`src/rtl/rseq_pkg.sv`:
```
package rseq_pkg;
  typedef enum logic [1:0] {
    ST_OFF   = 2'd0,
    ST_UPRUN = 2'd1,
    ST_DNRUN = 2'd2,
    ST_ON    = 2'd3
  } seq_st_e;

  // window length in ticks: 0 = unlimited, else base * 4^(code-1)
  function automatic logic [31:0] tmo_ticks(input logic [2:0] code, input logic [31:0] base);
    logic [31:0] r;
    if (code == 3'd0) r = 32'd0;
    else r = base << (2 * (32'(code) - 32'd1));
    return r;
  endfunction
endpackage

```
`src/rtl/rseq_trig.sv`:
```
module rseq_trig (
  input  logic clk,
  input  logic rst,
  input  logic on_pin,
  input  logic on_active_low,
  input  logic on_mask,
  input  logic sw_run,
  input  logic sw_mask,
  output logic run_q
);
  logic pin_ok, sw_ok;
  assign pin_ok = !on_mask || (on_pin ^ on_active_low);
  assign sw_ok  = !sw_mask || sw_run;

  always_ff @(posedge clk) begin
    if (rst) run_q <= 1'b0;
    else     run_q <= pin_ok && sw_ok;
  end

  // a masked-out pair can never hold the request low
  assert_unmasked_run_R1: assert property (@(posedge clk) disable iff (rst)
    (!on_mask && !sw_mask) |=> run_q);
endmodule

```
`src/rtl/rseq_chan.sv`:
```
module rseq_chan #(
  parameter int DLY_W = 13,
  parameter int TMO_W = 24
) (
  input  logic             clk,
  input  logic             rst,
  input  logic             tick,
  input  logic             seq_in,
  input  logic             direct_en,
  input  logic             act_up,
  input  logic             act_dn,
  input  logic             step_chg,
  input  logic [DLY_W-1:0] up_dly,
  input  logic [DLY_W-1:0] dn_dly,
  input  logic [TMO_W-1:0] up_lim,
  input  logic [TMO_W-1:0] dn_lim,
  input  logic             good,
  input  logic             dis,
  output logic             en,
  output logic             up_done,
  output logic             dn_done,
  output logic             up_to,
  output logic             dn_to
);
  logic [DLY_W-1:0] dcnt;
  logic [TMO_W-1:0] tcnt;
  logic up_wait, dn_wait;

  assign up_done = en && good;
  assign dn_done = !en && dis;
  assign up_wait = seq_in && !step_chg && act_up && en && !good && (up_lim != '0);
  assign dn_wait = seq_in && !step_chg && act_dn && !en && !dis && (dn_lim != '0);
  assign up_to   = up_wait && tick && (tcnt == up_lim - TMO_W'(1));
  assign dn_to   = dn_wait && tick && (tcnt == dn_lim - TMO_W'(1));

  always_ff @(posedge clk) begin
    if (rst) begin
      en   <= 1'b0;
      dcnt <= '0;
      tcnt <= '0;
    end else if (!seq_in) begin
      en   <= direct_en;
      dcnt <= '0;
      tcnt <= '0;
    end else if (step_chg) begin
      dcnt <= '0;
      tcnt <= '0;
    end else if (act_up) begin
      if (!en) begin
        if (dcnt == up_dly) en <= 1'b1;
        else if (tick)      dcnt <= dcnt + DLY_W'(1);
      end else if (up_wait && tick && tcnt != up_lim) begin
        tcnt <= tcnt + TMO_W'(1);
      end
    end else if (act_dn) begin
      if (en) begin
        if (dcnt == dn_dly) en <= 1'b0;
        else if (tick)      dcnt <= dcnt + DLY_W'(1);
      end else if (dn_wait && tick && tcnt != dn_lim) begin
        tcnt <= tcnt + TMO_W'(1);
      end
    end
  end

  assert_direct_follow_R5: assert property (@(posedge clk) disable iff (rst)
    !seq_in |=> (en == $past(direct_en)));
  assert_rise_in_slot_R3: assert property (@(posedge clk) disable iff (rst)
    $rose(en) |-> $past(!seq_in || act_up));
  assert_fall_in_slot_R7: assert property (@(posedge clk) disable iff (rst)
    $fell(en) |-> $past(!seq_in || act_dn));
endmodule

```
`src/rtl/rseq_ctrl.sv`:
```
module rseq_ctrl
  import rseq_pkg::*;
#(
  parameter int POS_W = 10
) (
  input  logic             clk,
  input  logic             rst,
  input  logic             run,
  input  logic             dis_ok,
  input  logic             up_step_done,
  input  logic             dn_step_done,
  input  logic [POS_W-1:0] max_up,
  input  logic [POS_W-1:0] max_dn,
  input  logic             bp_enable,
  input  logic [POS_W-1:0] bp_position,
  input  logic             up_to_any,
  input  logic             dn_to_any,
  output seq_st_e          st,
  output logic [POS_W-1:0] pos,
  output logic             step_chg,
  output logic             bp_match,
  output logic             up_fault,
  output logic             down_fault
);
  seq_st_e          st_n;
  logic [POS_W-1:0] pos_n;
  logic             start;

  assign bp_match = (pos == bp_position);

  always_comb begin
    st_n  = st;
    pos_n = pos;
    case (st)
      ST_OFF: if (run && dis_ok) begin
        st_n  = ST_UPRUN;
        pos_n = POS_W'(1);
      end
      ST_UPRUN: begin
        if (!run) st_n = ST_DNRUN;
        else if (up_step_done && !(bp_enable && bp_match)) begin
          if (pos >= max_up) st_n = ST_ON;
          else pos_n = pos + POS_W'(1);
        end
      end
      ST_ON: if (!run) begin
        st_n  = ST_DNRUN;
        pos_n = max_dn;
      end
      default: if (dn_step_done) begin
        if (pos == '0) st_n = ST_OFF;
        else pos_n = pos - POS_W'(1);
      end
    endcase
  end

  assign step_chg = (st_n != st) || (pos_n != pos);
  assign start    = (st == ST_OFF) && (st_n == ST_UPRUN);

  always_ff @(posedge clk) begin
    if (rst) begin
      st         <= ST_OFF;
      pos        <= '0;
      up_fault   <= 1'b0;
      down_fault <= 1'b0;
    end else begin
      st  <= st_n;
      pos <= pos_n;
      if (start)          up_fault <= 1'b0;
      else if (up_to_any) up_fault <= 1'b1;
      if (start)          down_fault <= 1'b0;
      else if (dn_to_any) down_fault <= 1'b1;
    end
  end

  assert_off_pos_zero_R2: assert property (@(posedge clk) disable iff (rst)
    (st == ST_OFF) |-> (pos == '0));
  assert_discharge_gate_R6: assert property (@(posedge clk) disable iff (rst)
    (st == ST_OFF && !dis_ok) |=> (st == ST_OFF));
  assert_bp_hold_R9: assert property (@(posedge clk) disable iff (rst)
    (st == ST_UPRUN && bp_enable && bp_match) |=> $stable(pos));
  assert_down_wait_R7: assert property (@(posedge clk) disable iff (rst)
    (st == ST_DNRUN && !dn_step_done) |=> ($stable(pos) && st == ST_DNRUN));
endmodule

```
`src/rtl/rail_sequencer.sv`:
```
module rail_sequencer
  import rseq_pkg::*;
#(
  parameter int NCH     = 6,
  parameter int POS_W   = 10,
  parameter int DLY_W   = 13,
  parameter int TMO_W   = 24,
  parameter int UP_BASE = 16,
  parameter int DN_BASE = 256
) (
  input  logic                 clk,
  input  logic                 rst,
  input  logic                 tick,
  input  logic                 on_pin,
  input  logic                 on_active_low,
  input  logic                 on_mask,
  input  logic                 sw_run,
  input  logic                 sw_mask,
  input  logic                 discharge_required,
  input  logic [NCH*POS_W-1:0] up_slot,
  input  logic [NCH*POS_W-1:0] dn_slot,
  input  logic [NCH-1:0]       direct_en,
  input  logic [NCH*DLY_W-1:0] up_delay,
  input  logic [NCH*DLY_W-1:0] dn_delay,
  input  logic [NCH*3-1:0]     up_tmo_code,
  input  logic [NCH*3-1:0]     dn_tmo_code,
  input  logic [NCH-1:0]       rail_good,
  input  logic [NCH-1:0]       rail_discharged,
  input  logic                 bp_enable,
  input  logic [POS_W-1:0]     bp_position,
  output logic [NCH-1:0]       rail_en,
  output logic [1:0]           seq_status,
  output logic [POS_W-1:0]     pos_count,
  output logic                 bp_match,
  output logic                 up_fault,
  output logic                 down_fault
);
  seq_st_e          st;
  logic             run_q, step_chg, dis_ok;
  logic [NCH-1:0]   seq, act_up, act_dn, up_done, dn_done, up_to, dn_to;
  logic [POS_W-1:0] max_up, max_dn;

  rseq_trig u_trig (
    .clk(clk), .rst(rst), .on_pin(on_pin), .on_active_low(on_active_low),
    .on_mask(on_mask), .sw_run(sw_run), .sw_mask(sw_mask), .run_q(run_q)
  );

  for (genvar i = 0; i < NCH; i++) begin : g_ch
    logic [POS_W-1:0] us, ds;
    logic [TMO_W-1:0] ul, dl;
    assign us = up_slot[i*POS_W +: POS_W];
    assign ds = dn_slot[i*POS_W +: POS_W];
    assign ul = TMO_W'(tmo_ticks(up_tmo_code[i*3 +: 3], 32'(UP_BASE)));
    assign dl = TMO_W'(tmo_ticks(dn_tmo_code[i*3 +: 3], 32'(DN_BASE)));
    assign seq[i]    = (us != '0);
    assign act_up[i] = seq[i] && (st == ST_UPRUN) && (us == pos_count);
    assign act_dn[i] = seq[i] && (st == ST_DNRUN) && (ds >= pos_count);

    rseq_chan #(.DLY_W(DLY_W), .TMO_W(TMO_W)) u_chan (
      .clk(clk), .rst(rst), .tick(tick), .seq_in(seq[i]), .direct_en(direct_en[i]),
      .act_up(act_up[i]), .act_dn(act_dn[i]), .step_chg(step_chg),
      .up_dly(up_delay[i*DLY_W +: DLY_W]), .dn_dly(dn_delay[i*DLY_W +: DLY_W]),
      .up_lim(ul), .dn_lim(dl), .good(rail_good[i]), .dis(rail_discharged[i]),
      .en(rail_en[i]), .up_done(up_done[i]), .dn_done(dn_done[i]),
      .up_to(up_to[i]), .dn_to(dn_to[i])
    );
  end

  always_comb begin
    max_up = '0;
    max_dn = '0;
    for (int i = 0; i < NCH; i++) begin
      if (seq[i] && up_slot[i*POS_W +: POS_W] > max_up) max_up = up_slot[i*POS_W +: POS_W];
      if (seq[i] && dn_slot[i*POS_W +: POS_W] > max_dn) max_dn = dn_slot[i*POS_W +: POS_W];
    end
  end

  assign dis_ok = !discharge_required || (&(rail_discharged | ~seq));

  rseq_ctrl #(.POS_W(POS_W)) u_ctrl (
    .clk(clk), .rst(rst), .run(run_q), .dis_ok(dis_ok),
    .up_step_done(&(up_done | ~act_up)), .dn_step_done(&(dn_done | ~act_dn)),
    .max_up(max_up), .max_dn(max_dn), .bp_enable(bp_enable), .bp_position(bp_position),
    .up_to_any(|up_to), .dn_to_any(|dn_to), .st(st), .pos(pos_count),
    .step_chg(step_chg), .bp_match(bp_match), .up_fault(up_fault), .down_fault(down_fault)
  );

  assign seq_status = st;
endmodule

```
`config.mk`:
```
export PLATFORM = sky130hd
export DESIGN_NAME = rail_sequencer
export DESIGN_NICKNAME = d
export VERILOG_FILES = /design/src/rtl/rseq_pkg.sv /design/src/rtl/rseq_trig.sv /design/src/rtl/rseq_chan.sv /design/src/rtl/rseq_ctrl.sv /design/src/rtl/rail_sequencer.sv
export SDC_FILE = /design/constraint.sdc
export NUM_CORES = 2
export LEC_CHECK = 0
export CAP_MARGIN = 20
export CORE_AREA = 4 4 287 289
export CTS_CLUSTER_DIAMETER = 50
export DETAILED_ROUTE_END_ITERATION = 7
export DIE_AREA = 0 0 291 293
export MAX_ROUTING_LAYER = met4
export PLACE_DENSITY_LB_ADDON = 0.25
export SKIP_CTS_REPAIR_TIMING = 1
export SYNTH_ARGS = -nofsm -noshare
export SYNTH_HDL_FRONTEND = slang
export SYNTH_HIERARCHICAL = 1
export SYNTH_SLANG_ARGS = --single-unit
```
`constraint.sdc`:
```
create_clock -name clk -period 31.7 [get_ports clk]
set_input_delay 6.34 -clock clk [delete_from_list [all_inputs] [get_ports clk]]
set_output_delay 6.34 -clock clk [all_outputs]
set_load 0.01 [all_outputs]
```
; Word level (Yosys, flattened, before mapping)
; Index checks and enable logic that the tools add are counted.
[totals]
regBits = 243
in_bits = 350
out_inout_bits = 21
wordCells = 618
[classes]
add_sub_neg = 38
order_cmp = 19
n_eq_ne = 103
shift = 12
mux = 166
bitwise_logic = 13
n_reduce_logical = 244
[op_table]
columns = operator, count
row1 = 24-bit 2-to-1 mux, 48
row2 = 13-bit 2-to-1 mux, 42
row3 = 24-bit == test, 12
row4 = 24-bit inequality test, 12
row5 = 24-bit nonzero test, 12
row6 = "24-bit by 1-bit subtractor with 24-bit output, second input constant", 12
row7 = "5-bit by 32-bit << shifter with 24-bit output, first input constant", 6
row8 = "9-bit by 32-bit << shifter with 24-bit output, first input constant", 6
row9 = 10-bit 2-to-1 mux, 19
row10 = 13-bit == test, 12
row11 = "24-bit by 1-bit adder with 24-bit output, second input constant", 6
row12 = 1-bit logical AND, 143
row13 = 10-bit greater-than comparator, 10
row14 = "13-bit by 1-bit adder with 13-bit output, second input constant", 6
row15 = 10-bit == test, 7
row16 = 10-bit >= comparator, 7
row17 = "2-bit inequality test, second input constant", 30
row18 = 5-bit AND reduction, 12
row19 = 10-bit nonzero test, 6
row20 = 1-bit 2-to-1 mux, 48
row21 = "3-bit by 1-bit subtractor with 4-bit output, second input constant", 12
row22 = 3-bit zero test, 12
row23 = "3-bit inequality test, second input constant", 12
row24 = 10-bit one-hot mux with 3 select lines, 1
row25 = other kinds (24), 102

; Longest topological paths before layout
[logic_depth]
word_depth = 37
mapped_depth = 86
mapped_depth_nobuf = 78

; Modules after synthesis
; Netlist, hierarchy kept.
[by_module_without_submodules]
columns = mod, instances, cells_per_inst, area_per_inst_um2, seq_area_each_um2
row1 = rseq_chan (g_ch[0].u_chan ...), 3, 568, 4237.8, 760.7
row2 = rseq_chan (g_ch[3].u_chan ...), 2, 568, 4336.7, 760.7
row3 = rail_sequencer, 1, 1121, 7666.1, 0.0
row4 = rseq_chan (g_ch[5].u_chan), 1, 570, 4296.6, 760.7
row5 = rseq_ctrl, 1, 313, 2189.6, 280.3
row6 = rseq_trig, 1, 4, 47.5, 20.0

; Least setup slack after synthesis
; No wires, ideal clock.
[synth_timing]
path_type = input to register
from = input port up_slot[8]
to = register u_ctrl.up_fault
setup_time_ps = 58
arrival_time_ps = 20844
t_required_ps = 31642
slack_ps = 10798
path_stages = 83
path_buffers = 8
path_cell_list = nor4_1 -> nand4_2 -> inv_1 -> a31oi_1 -> nand2_1 -> ha_1 -> a211oi_1 -> nor2_1 -> a2111o_1 -> and2_1 -> buf_6 -> clkbuf_1 -> o21ai_0 -> inv_1 -> ha_1 -> and4_1 -> clkbuf_1 -> nand3_1 -> [47 not listed] -> nor2_1 -> a211oi_2 -> o22ai_1 -> nor2b_1 -> o31a_1 -> o31a_1 -> a2111oi_2 -> nand4_1 -> nand3b_1 -> nor3_1 -> o31ai_2 -> or4_1 -> a2111oi_0 -> o2111ai_1 -> a221oi_2 -> nor4_1 -> nand2_1 -> o21a_1
[synth_between]
word_cells_on_any_way = 117
cone_classes = order compare (12) / eq/ne (4) / mux (25) / bitwise (6) / reduce/logical (70)
[synth_rtl]
columns = item, line
row1 = "start, declared", rail_sequencer.sv:20  ; input logic [NCH*POS_W-1:0] up_slot,
row2 = 10-bit nonzero test (*), rail_sequencer.sv:55  ; assign seq[i] = (us != '0);
row3 = named net seq[0], rail_sequencer.sv:40  ; logic [NCH-1:0] seq, act_up, act_dn, up_done, dn_done, up_to, dn_to;
row4 = 1-bit logical AND (*), rail_sequencer.sv:74  ; if (seq[i] && dn_slot[i*POS_W +: POS_W] > max_dn) max_dn = dn_slot[i*POS_W +: POS_W];
row5 = 10-bit 2-to-1 mux (*), rail_sequencer.sv:74
row6 = 10-bit greater-than comparator, rail_sequencer.sv:74
row7 = 1-bit logical AND, rail_sequencer.sv:74
row8 = 10-bit 2-to-1 mux (*), rail_sequencer.sv:74
row9 = 10-bit greater-than comparator, rail_sequencer.sv:74
row10 = [11 not listed], -
row11 = named net max_dn[7], rail_sequencer.sv:41  ; logic [POS_W-1:0] max_up, max_dn;
row12 = [2 not listed], -
row13 = 10-bit inequality test (*), rseq_ctrl.sv:57  ; assign step_chg = (st_n != st) || (pos_n != pos);
row14 = 1-bit logical OR (*), rseq_ctrl.sv:57
row15 = named net step_chg, rail_sequencer.sv:39  ; logic run_q, step_chg, dis_ok;
row16 = 1-bit zero test (*), rseq_chan.sv:31  ; assign up_wait = seq_in && !step_chg && act_up && en && !good && (up_lim != '0);
row17 = 1-bit logical AND (*) (5 in series), rseq_chan.sv:31
row18 = 1-bit logical AND (*) (2 in series), rseq_chan.sv:33  ; assign up_to = up_wait && tick && (tcnt == up_lim - TMO_W'(1));
row19 = named net up_to[3], rail_sequencer.sv:40
row20 = 6-bit OR reduction (*), rail_sequencer.sv:84  ; .up_to_any(|up_to), .dn_to_any(|dn_to), .st(st), .pos(pos_count),
row21 = "end signal, assigned", rseq_ctrl.sv:64  ; up_fault <= 1'b0;
row22 = "end signal, assigned", rseq_ctrl.sv:69  ; if (start) up_fault <= 1'b0;
row23 = "end signal, assigned", rseq_ctrl.sv:70  ; else if (up_to_any) up_fault <= 1'b1;
row24 = "end, declared", rseq_ctrl.sv:22  ; output logic up_fault,
; The timed path passes the listed nets; every way through them passes the cells marked *.
; A chain may end at the register's enable or synchronous reset.

; Worst setup path in the final report
[layout_timing]
from = input port up_slot[0]
to = register u_ctrl.up_fault
; The elaborated chain is that of the path after synthesis.

==> run metrics <==
result of the run completed; via count of the first global-routing pass 34,700; Post-synth EDFFs 0; post-layout minimum cycle time 23,280 ps; fin nets ~6,300; part of the total power dissipated in combinational logic 36.5%; commonest cells after routing, fill and taps aside 677 x sky130_fd_sc_hd__conb_1, 409 x sky130_fd_sc_hd__xor2_1, 397 x sky130_fd_sc_hd__nor2_1; count of mapped cells out of synthesis 4,848; floorplan row count 104; slowest cell delay on critical path 830 ps; share of the synthesized area in the top cell type ~14%; initial antenna violation count 14; Root Driver sky130_fd_sc_hd__clkbuf_16; max-slew violation total from the final report 0; switching portion of total power 37.2%; drc violations 0; crit end category register; Core Region between 0.07 and 0.08 sq mm; static leakage power between 0.015 and 0.02 uW; type of the setup path with the least slack input pin to register; TritonCTS clock tree built; Initial Utilization between 40% and 50%; max cap viols 0; Tightest Hold Check Type register to register; top cells by area, synth sky130_fd_sc_hd__dfxtp_1 14%, sky130_fd_sc_hd__xor2_1 10%, sky130_fd_sc_hd__xnor2_1 8.1%; Syn-to-layout area delta 23.0%; most common cell after layout, fill and taps aside sky130_fd_sc_hd__conb_1; unrepaired setup endpoints after global routing false; die span in x 291 um; Critical Path RT about 32,000 ps; clock buffer count from CTS 48; level count of the clock H-tree 2; proportion of register bits with asynchronous set or reset after synthesis 0%; Achievable Freq 43.0 MHz; synth warn 6; count of input and output buffers 370; largest area contributor in the synthesized netlist sky130_fd_sc_hd__dfxtp_1; wire length of the first global-routing pass 193,000 um; Int Power 846 uW; sequential area share after synthesis around 14%; mean post-synth cell area 7.34 sq um; #FFs+latches synth between 200 and 250; worst relative slew slack 22.7%; number of search-and-repair iterations in the first detailed-routing pass 6; placed wire-length estimate after detailed placement about 100,000 um; height of the die 293 um; GRT Residual Overflow 0; worst-skew pair later-pin latency 610 ps; clock tree skew after final layout 48.9 ps; share of the cycle needed by the critical path after routing 73.4%; average detailed-routed wire length per instance 18.4 um; via count approximately 38,000; Setup TNS 0 ps; master of the slowest instance on the critical path sky130_fd_sc_hd__o311ai_0; total standard cell area after synthesis 0.0356 sq mm; CTS Sinks 243; pin count of the biggest net entering global routing between 40 and 50; Max clock buf depth 3; Most Frequent Cell on Critical Path sky130_fd_sc_hd__o21ai_0; top-level I/O count 371; Sequential Power Share 22.9%; crit start category input pin; r2r setup slk 23,590 ps; detailed-route wire length 125,000 um; Max IR drop VDD 41.2 uV; Worst-path clk slew roughly 50 ps; clock network fraction of design power 40.6%; Pwr Density 30.8 mW/mm^2; worst hold margin ~530 ps; power dissipated by switching net loads 501 uW; Fin. Hold Viols 0; ratio of cells with drive above 1 in the final layout 5.03%; biggest fanout along the worst timing path 27; Cell variety after synth ~120; post-route ant nets 0; ys flop type sky130_fd_sc_hd__dfxtp_1; Global Route Usage Sum 28.5%; Die Area 0.0853 sq mm; vias per cell 5.55; endpoint arrival time on the critical path between 20,000 and 25,000 ps; transition time at the pin with the least slew margin 1150 ps; DRC marker count from the first detailed-route iteration 2,862; placer congestion estimate 0.965; total setup violations reported at the end of the flow 0
[critical path, delay by kind of cell]
family	cells	cell delay [ps]
compound gates	32	7600
simple gates	30	6100
buf+inv	6	1400
fa+ha+maj	5	1340
mux	3	970
[cells by family (layout without fill, tap and decap cells)]
kind of cell | after synthesis | count (layout) | share of synthesized area [%]
and+or+nand+nor | 2068 | 2068 | 33.1
muxes | 115 | 115 | 3.34
DFF | 243 | 243 | 13.7
other | 1 | 689 | 0.0105
AOI/OAI and AO/OA | 955 | 955 | 17.4
xor gates and xnor gates | 739 | 739 | 18.2
adders and majority gates | 228 | 228 | 8.01
buffers and inverters | 499 | 706 | 6.24
[final cells by class]
cell class,count,area [sq um]
fill,7829,36100
multi-input combinational,4782,31100
sequential,243,4860
timing repair buffer,405,3960
tap,1060,1330
clock buffer,57,1310
inverter,211,792
clock inverter,33,405
antenna,12,30.0
[per-stage QoR]
stage / total power (uW) / setup WS [ps] / util, % / cells / instance area, sq um
after floorplan: 649 / 10800 / - / 5524 / 38100
after global placement: 787 / 8460 / 52.6 / 6699 / 42000
after detailed placement: 793 / 8190 / 52.6 / 6699 / 42000
after CTS: 1340 / 8770 / 54.7 / 6789 / 43700
after global routing: 1420 / 7290 / 54.8 / 6797 / 43800
final: 1350 / 8420 / 54.8 / 6803 / 43800
[cell usage after synthesis, types with 12 or more instances]
library cell and instances:
sky130_fd_sc_hd__a22oi_1 14, sky130_fd_sc_hd__a211oi_1 26, sky130_fd_sc_hd__nand3_1 165, sky130_fd_sc_hd__xor2_1 409, sky130_fd_sc_hd__o211ai_1 53, sky130_fd_sc_hd__and4_1 35, sky130_fd_sc_hd__or3_1 102, sky130_fd_sc_hd__xnor2_1 329
sky130_fd_sc_hd__nor3b_1 53, sky130_fd_sc_hd__nor4_2 12, sky130_fd_sc_hd__a21o_1 43, sky130_fd_sc_hd__o21ai_1 72, sky130_fd_sc_hd__or4_1 107, sky130_fd_sc_hd__a21oi_1 304, sky130_fd_sc_hd__nor2_1 397, sky130_fd_sc_hd__o31ai_1 71
sky130_fd_sc_hd__and4b_1 13, sky130_fd_sc_hd__dfxtp_1 243, sky130_fd_sc_hd__and2_1 37, sky130_fd_sc_hd__clkbuf_1 154, sky130_fd_sc_hd__ha_1 227, sky130_fd_sc_hd__nand2_1 316, sky130_fd_sc_hd__a31oi_1 43, sky130_fd_sc_hd__nor3_1 170
sky130_fd_sc_hd__nor4b_1 21, sky130_fd_sc_hd__nand3b_1 34, sky130_fd_sc_hd__nand4b_1 16, sky130_fd_sc_hd__nor4_4 13, sky130_fd_sc_hd__buf_1 13, sky130_fd_sc_hd__and3_1 49, sky130_fd_sc_hd__mux2i_1 88, sky130_fd_sc_hd__o22ai_1 14
sky130_fd_sc_hd__nand2b_1 73, sky130_fd_sc_hd__mux2_2 23, sky130_fd_sc_hd__nand4_1 141, sky130_fd_sc_hd__nor2b_1 87, sky130_fd_sc_hd__inv_1 211, sky130_fd_sc_hd__buf_2 81, sky130_fd_sc_hd__nor4_1 156, sky130_fd_sc_hd__buf_6 22
sky130_fd_sc_hd__o21ai_0 147
[power by group through the flow]
stage                     registers [uW]  logic (uW)  clock network [uW]
after global routing                 309         543                 566
after CTS                            309         480                 556
after detailed placement             315         477                   0
after global placement               315         472                   0
final                                309         492                 546
after floorplan                      315         335                   0
[metal layers]
layer,track usage (%),routed length [um],share of wire [%]
met1,37.6,55500,44
met2,45.0,56200,45
met3,4.23,9100,7.3
met4,9.17,4250,3.4
met5,-,0,0
[path summary, 6_finish.rpt]
kind,cells past startpoint,start,end
worst max register to register,35,u_ctrl/pos[0]$_SDFF_PP0_,u_ctrl/up_fault$_SDFFE_PP0P_
worst min-delay path,2,g_ch[4].u_chan/tcnt[23]$_SDFFE_PP0P_,g_ch[4].u_chan/tcnt[23]$_SDFFE_PP0P_
worst min register to register,2,g_ch[4].u_chan/tcnt[23]$_SDFFE_PP0P_,g_ch[4].u_chan/tcnt[23]$_SDFFE_PP0P_
worst max-delay path,76,up_slot[0],u_ctrl/up_fault$_SDFFE_PP0P_
[sequential cells by signal (all words and copies together) (netlist names)]
signal,flops
g_ch.u_chan/tcnt,144
g_ch.u_chan/dcnt,78
u_ctrl/pos,10
g_ch.u_chan/en,6
u_ctrl/st,2
u_ctrl/down_fault,1
u_ctrl/up_fault,1
u_trig/run_q,1
Power figures use the tool's default switching activity.
